File: src/rtl/pinres_pkg.sv
package pinres_pkg;

  // Own-driver output level of one pin.
  function automatic logic own_level(input logic d, input logic inv);
    return d ^ inv;
  endfunction

  // Own driver active: enabled, and not an open-drain pin asked to go high.
  function automatic logic own_active(input logic oe, input logic od, input logic lvl);
    return oe & ~(od & lvl);
  endfunction

  // Merge all sources into one level.
  function automatic logic merge_level(input logic xd, input logic xl,
                                       input logic id, input logic il,
                                       input logic pu);
    logic undriven;
    undriven = ~(xd | id);
    return (xd & xl) | (id & il) | (undriven & pu);
  endfunction

  // Contention between the own driver and the external driver.
  function automatic logic clash(input logic xd, input logic xl,
                                 input logic id, input logic il);
    return xd & id & (xl ^ il);
  endfunction

  // Pin with no driver and no pull.
  function automatic logic floating(input logic xd, input logic id,
                                    input logic pu, input logic pd);
    return ~(xd | id) & ~(pu | pd);
  endfunction

  // Input-side view of a pin level.
  function automatic logic sense(input logic lvl, input logic en, input logic inv);
    return (lvl & en) ^ inv;
  endfunction

endpackage

File: src/rtl/pinres_drive.sv
module pinres_drive #(
  parameter int NPINS = 32
) (
  input  logic             clk,
  input  logic             rst_n,
  input  logic [NPINS-1:0] dout,
  input  logic [NPINS-1:0] inv,
  input  logic [NPINS-1:0] oe,
  input  logic [NPINS-1:0] odrain,
  output logic [NPINS-1:0] own_lvl,
  output logic [NPINS-1:0] own_on
);
  import pinres_pkg::*;

  for (genvar i = 0; i < NPINS; i++) begin : g_pin
    assign own_lvl[i] = own_level(dout[i], inv[i]);
    assign own_on[i]  = own_active(oe[i], odrain[i], own_lvl[i]);
  end

  // an open-drain pin never pushes a high level
  p_od_no_high_r2: assert property (@(posedge clk) disable iff (!rst_n)
    ((own_on & odrain & own_lvl) == '0));

  // a disabled output is never active
  p_oe_gate_r2: assert property (@(posedge clk) disable iff (!rst_n)
    ((own_on & ~oe) == '0));

endmodule

File: src/rtl/pinres_merge.sv
module pinres_merge #(
  parameter int NPINS = 32
) (
  input  logic             clk,
  input  logic             rst_n,
  input  logic [NPINS-1:0] own_lvl,
  input  logic [NPINS-1:0] own_on,
  input  logic [NPINS-1:0] ext_drv,
  input  logic [NPINS-1:0] ext_lvl,
  input  logic [NPINS-1:0] pull_up,
  input  logic [NPINS-1:0] pull_dn,
  output logic [NPINS-1:0] res_lvl,
  output logic [NPINS-1:0] res_undef
);
  import pinres_pkg::*;

  logic [NPINS-1:0] clash_v;
  logic [NPINS-1:0] float_v;

  for (genvar i = 0; i < NPINS; i++) begin : g_pin
    assign res_lvl[i] = merge_level(ext_drv[i], ext_lvl[i], own_on[i], own_lvl[i], pull_up[i]);
    assign clash_v[i] = clash(ext_drv[i], ext_lvl[i], own_on[i], own_lvl[i]);
    assign float_v[i] = floating(ext_drv[i], own_on[i], pull_up[i], pull_dn[i]);
  end

  assign res_undef = clash_v | float_v;

  // a pin driven only from outside follows the external level
  p_ext_only_r4: assert property (@(posedge clk) disable iff (!rst_n)
    (((res_lvl ^ ext_lvl) & ext_drv & ~own_on) == '0));

  // a pin with only the pull-down resolves low and is not undefined
  p_pd_only_r5: assert property (@(posedge clk) disable iff (!rst_n)
    (((res_lvl | res_undef) & ~ext_drv & ~own_on & pull_dn & ~pull_up) == '0));

  // pins with a single driver are never undefined
  p_single_drv_r3: assert property (@(posedge clk) disable iff (!rst_n)
    ((res_undef & (ext_drv ^ own_on)) == '0));

endmodule

File: src/rtl/pinres_sense.sv
module pinres_sense #(
  parameter int NPINS = 32
) (
  input  logic [NPINS-1:0] res_lvl,
  input  logic [NPINS-1:0] in_mask,
  input  logic [NPINS-1:0] inv,
  output logic [NPINS-1:0] din_next
);
  import pinres_pkg::*;

  for (genvar i = 0; i < NPINS; i++) begin : g_pin
    assign din_next[i] = sense(res_lvl[i], in_mask[i], inv[i]);
  end

endmodule

File: src/rtl/pin_level_resolver.sv
module pin_level_resolver #(
  parameter int NPINS = 32
) (
  input  logic             clk,
  input  logic             rst_n,
  input  logic [NPINS-1:0] dout,
  input  logic [NPINS-1:0] inv,
  input  logic [NPINS-1:0] oe,
  input  logic [NPINS-1:0] odrain,
  input  logic [NPINS-1:0] pull_up,
  input  logic [NPINS-1:0] pull_dn,
  input  logic [NPINS-1:0] in_mask,
  input  logic [NPINS-1:0] ext_drv,
  input  logic [NPINS-1:0] ext_lvl,
  input  logic [NPINS-1:0] upd_mask,
  output logic [NPINS-1:0] pin_lvl,
  output logic [NPINS-1:0] pin_undef,
  output logic [NPINS-1:0] pin_chg,
  output logic [NPINS-1:0] din,
  output logic [NPINS-1:0] din_delta
);

  logic [NPINS-1:0] own_lvl;
  logic [NPINS-1:0] own_on;
  logic [NPINS-1:0] res_lvl;
  logic [NPINS-1:0] res_undef;
  logic [NPINS-1:0] din_next;
  logic [NPINS-1:0] chg_next;

  pinres_drive #(.NPINS(NPINS)) u_drive (
    .clk(clk), .rst_n(rst_n), .dout(dout), .inv(inv), .oe(oe),
    .odrain(odrain), .own_lvl(own_lvl), .own_on(own_on)
  );

  pinres_merge #(.NPINS(NPINS)) u_merge (
    .clk(clk), .rst_n(rst_n), .own_lvl(own_lvl), .own_on(own_on),
    .ext_drv(ext_drv), .ext_lvl(ext_lvl), .pull_up(pull_up),
    .pull_dn(pull_dn), .res_lvl(res_lvl), .res_undef(res_undef)
  );

  pinres_sense #(.NPINS(NPINS)) u_sense (
    .res_lvl(res_lvl), .in_mask(in_mask), .inv(inv), .din_next(din_next)
  );

  assign chg_next = (res_lvl ^ pin_lvl) | (res_undef & upd_mask);

  always_ff @(posedge clk or negedge rst_n) begin
    if (!rst_n) begin
      pin_lvl   <= '0;
      pin_undef <= '0;
      pin_chg   <= '0;
      din       <= '0;
      din_delta <= '0;
    end else begin
      pin_lvl   <= res_lvl;
      pin_undef <= res_undef;
      pin_chg   <= chg_next;
      din       <= din_next;
      din_delta <= din ^ din_next;
    end
  end

  // every registered level change is accompanied by a change flag
  p_lvl_change_flag_r8: assert property (@(posedge clk) disable iff (!rst_n)
    (((pin_lvl ^ $past(pin_lvl)) & ~pin_chg) == '0));

  // delta matches the step between consecutive data-in words
  p_delta_step_r7: assert property (@(posedge clk) disable iff (!rst_n)
    (din_delta == (din ^ $past(din))));

  // data-in follows the registered level under last cycle's mask and inversion
  p_din_view_r6: assert property (@(posedge clk) disable iff (!rst_n)
    (din == ((pin_lvl & $past(in_mask)) ^ $past(inv))));

endmodule

File: config.mk
export PLATFORM = sky130hd
export DESIGN_NAME = pin_level_resolver
export DESIGN_NICKNAME = d
export VERILOG_FILES = /design/src/rtl/pinres_pkg.sv /design/src/rtl/pinres_drive.sv /design/src/rtl/pinres_merge.sv /design/src/rtl/pinres_sense.sv /design/src/rtl/pin_level_resolver.sv
export SDC_FILE = /design/constraint.sdc
export NUM_CORES = 1
export LEC_CHECK = 0
export BUFFER_PORTS_ARGS = -buffer_cell sky130_fd_sc_hd__buf_2
export CORE_AREA = 2 2 190 192
export DETAILED_ROUTE_END_ITERATION = 16
export DIE_AREA = 0 0 192 194
export PLACE_DENSITY = 0.46
export RECOVER_POWER = 50
export SETUP_SLACK_MARGIN = 0.2
export SLEW_MARGIN = 20
export SYNTH_ARGS = -nofsm -noshare
export SYNTH_HDL_FRONTEND = slang
export SYNTH_HIERARCHICAL = 1
export SYNTH_SLANG_ARGS = --single-unit
File: constraint.sdc
create_clock -name clk -period 0.9 [get_ports clk]
set_clock_uncertainty 0.2 [all_clocks]
set_input_delay 0.135 -clock clk [delete_from_list [all_inputs] [get_ports clk]]
set_output_delay 0.135 -clock clk [all_outputs]
set_load 0.03 [all_outputs]
==> impl_metrics.json <==
{
  "status": "finished, violations left",
  "violations": "negative hold slack, negative setup slack",
  "clk-insertion-delay-late_ns": 0.44,
  "relSlewSlack": 0.744,
  "cts.sinks": 160,
  "die_area_um2": 37200,
  "slowest_delay_ns": 0.44,
  "syn_avg_cell_area_um2": 12.6,
  "synth_top_cell_by_area": "dfrtp_1",
  "cap_violations": 0,
  "num_rows": 69,
  "yosysSeqAreaShare": 0.552,
  "grt_max_degree": 28,
  "drt_iter0_drc": 151,
  "antenna_found_initial": 7,
  "cts_max_level": 4,
  "wl_per_cell_um": 15.4,
  "ir_drop_uv": 1310,
  "arrival_ns": 1.04,
  "drc_errors": 0,
  "viasPerCell": 4.08,
  "dieWidth_um": 192,
  "end_kind": "output pin",
  "layout.nets": 1766,
  "finalSetupViolCount": 473,
  "p_leak_nw": 8.08,
  "fin_util": 0.487,
  "worstSetupPathType": "register to output pin",
  "worstSetupStartpointType": "register",
  "whs_ns": -0.316,
  "place_congestion": 0.848,
  "clk_pin_slew_worst_paths_ns": 0.07,
  "port_buffers": 481,
  "yosysMostFrequentCell": "dfrtp_1",
  "hpwl_um": 23400,
  "period_needed_ns": 1.37,
  "synth-edff-count": 0,
  "finalWirelength_um": 29600,
  "place_inst": 1737,
  "cpLargestDelayFamily": "flip-flops",
  "start_util": 0.206,
  "setup_slack_ns": -0.473,
  "yosys-top-cells-count": "dfrtp_1 (160), nand2_1 (96), xor2_1 (96), xnor2_1 (64)",
  "hold_viol": 153,
  "drtPass1Iterations": 4,
  "layout_worst_path_cycle_share": 1.53,
  "fin_setup_tns_ns": -130.26,
  "synthFlopType": "dfrtp_1",
  "cts_made_buffers": 17,
  "clock_tree.root_cell": "clkbuf_16",
  "ys_warn_count": 6,
  "drv_slew": 0,
  "crit_chain": "buf_6",
  "rsz0062_at_grt": "true",
  "cts_tree": "built",
  "p_total_mw": 29.5,
  "ys_types": 9,
  "grt_pass1_vias": 8539,
  "synth_area_um2": 7250,
  "io_pins": 482,
  "synthArstFlopShare": 1.00,
  "core_um2": 35200,
  "grt.overflow.total": 0,
  "fmax_mhz": 728,
  "synth_area_leaders": "dfrtp_1 (55%), xor2_1 (12%), xnor2_1 (7.7%)",
  "ys_ff_latch": 160,
  "crit_path_top_delay_cell": "dfrtp_2",
  "tightest_slew_ns": 0.383,
  "drive_above_1_share": 0.839,
  "crit_fanout": 2,
  "grt.total_usage": 0.154,
  "syn_to_final_growth_pct": 137,
  "hold_class": "input pin to register",
  "clockBufferDepth": 2,
  "synthCells": 576,
  "rrSetupSlack_ns": -0.28,
  "die_y_um": 194,
  "crit_required_ns": 0.56,
  "grt_pass1_wl_um": 43600,
  "layout.cells.non_filler": 1923,
  "nFillCells": 3198,
  "power_density_nw_per_um2": 1720,
  "detail-route-antenna-nets": 0,
  "synth.top_cell.area_share": 0.552,
  "syn-num-nets": 898,
  "path_buf_inv": 1,
  "routed-via-count": 7845
}
==> cell type report <==
class / instances / area [um2] / share of cell area
Clock buffer: 17 / 425 / 0.0248
Timing Repair Buffer: 849 / 7040 / 0.411
Clock inverter: 15 / 209 / 0.0122
Antenna cell: 5 / 12.5 / 0.000730
Multi-Input combinational cell: 416 / 4720 / 0.275
Sequential cell: 160 / 4160 / 0.243
Tap cell: 461 / 577 / 0.0336
==> power by group <==
part,internal [mW],switching [mW]
Combinational,6.47,5.85
Clock,4.69,3.22
Sequential,8.53,0.716
Total,19.7,9.78
==> worst paths after layout <==
| kind | start | end | depth (start not counted) |
|---|---|---|---|
| worst max-delay path | din[19]$_DFF_PN0_ | din[19] | 1 |
| worst min-delay path | upd_mask[24] | pin_chg[24]$_DFF_PN0_ | 3 |
| worst max register to register | pin_lvl[15]$_DFF_PN0_ | pin_chg[15]$_DFF_PN0_ | 4 |
| worst min register to register | din[24]$_DFF_PN0_ | din_delta[24]$_DFF_PN0_ | 1 |
| max in group asynchronous | rst_n | pin_undef[31]$_DFF_PN0_ | 4 |
| min in group asynchronous | rst_n | din_delta[6]$_DFF_PN0_ | 2 |
==> per-layer routing <==
metal / routed length [um] / track usage / vias up
met5: 16 / 0 / -
met4: 443 / 0.0557 / 2
met3: 2860 / 0.0606 / 24
met2: 16400 / 0.294 / 285
met1: 9800 / 0.147 / 3764
li1: - / - / 3770
==> state kept, by name, summed over array words and instances (netlist names) <==
signal,flops
din,32
din_delta,32
pin_chg,32
pin_lvl,32
pin_undef,32
==> cells by family (layout without fill, tap and decap cells) <==
logic type | Yosys count | in the layout | share of synthesized area
other | 0 | 5 | 0
buffers and inverters | 0 | 881 | 0
xor gates and xnor gates | 160 | 160 | 0.193
and+or+nand+nor | 160 | 160 | 0.138
DFF | 160 | 160 | 0.552
AOI/OAI and AO/OA | 96 | 96 | 0.116
==> through the flow <==
step,area (um2),setup slack [ns]
CTS,16500,-0.526
global placement,12800,-0.844
finish,17100,-0.473
global route,17100,-0.516
floorplan,8130,-0.603
detailed placement,12800,-0.870
==> cell usage in the layout (no fill, tap or decap) <==
cell,instances
buf_4,290
buf_6,258
buf_2,257
dfrtp_2,128
xor2_1,64
nand2_1,64
xnor2_2,64
buf_8,38
dfrtp_1,32
xor2_4,32
a31o_1,32
a221o_1,32
nand2_2,32
a21boi_2,27
nor4_2,27
nor3b_2,23
clkbuf_16,17
nor3b_1,9
diode_2,5
a21boi_4,5
nor4_4,5
clkinvlp_4,4
bufinv_16,4
buf_12,4
inv_6,2
clkinv_2,2
inv_8,2
clkinv_4,1
dlygate4sd3_1,1
clkdlybuf4s25_1,1
==> worst register-to-register path: cells and delay by family, from the launching register on <==
| kind | cells | cell delay, ns |
|---|---|---|
| buffers and inverters | 2 | 0.26 |
| AND/OR/NAND/NOR | 1 | 0.06 |
| XOR/XNOR | 1 | 0.14 |
| flip-flops | 1 | 0.41 |
==> what timing repair did <==
item / in CTS / in global routing
setup buffers: 116 / 32
resized for setup: 586 / 100
hold endpoints to repair: 318 / 313
pin swaps: 184 / 159
hold buffers: 1 / 1
setup endpoints to repair: 320 / 477
(Power assumes the default switching activity.)
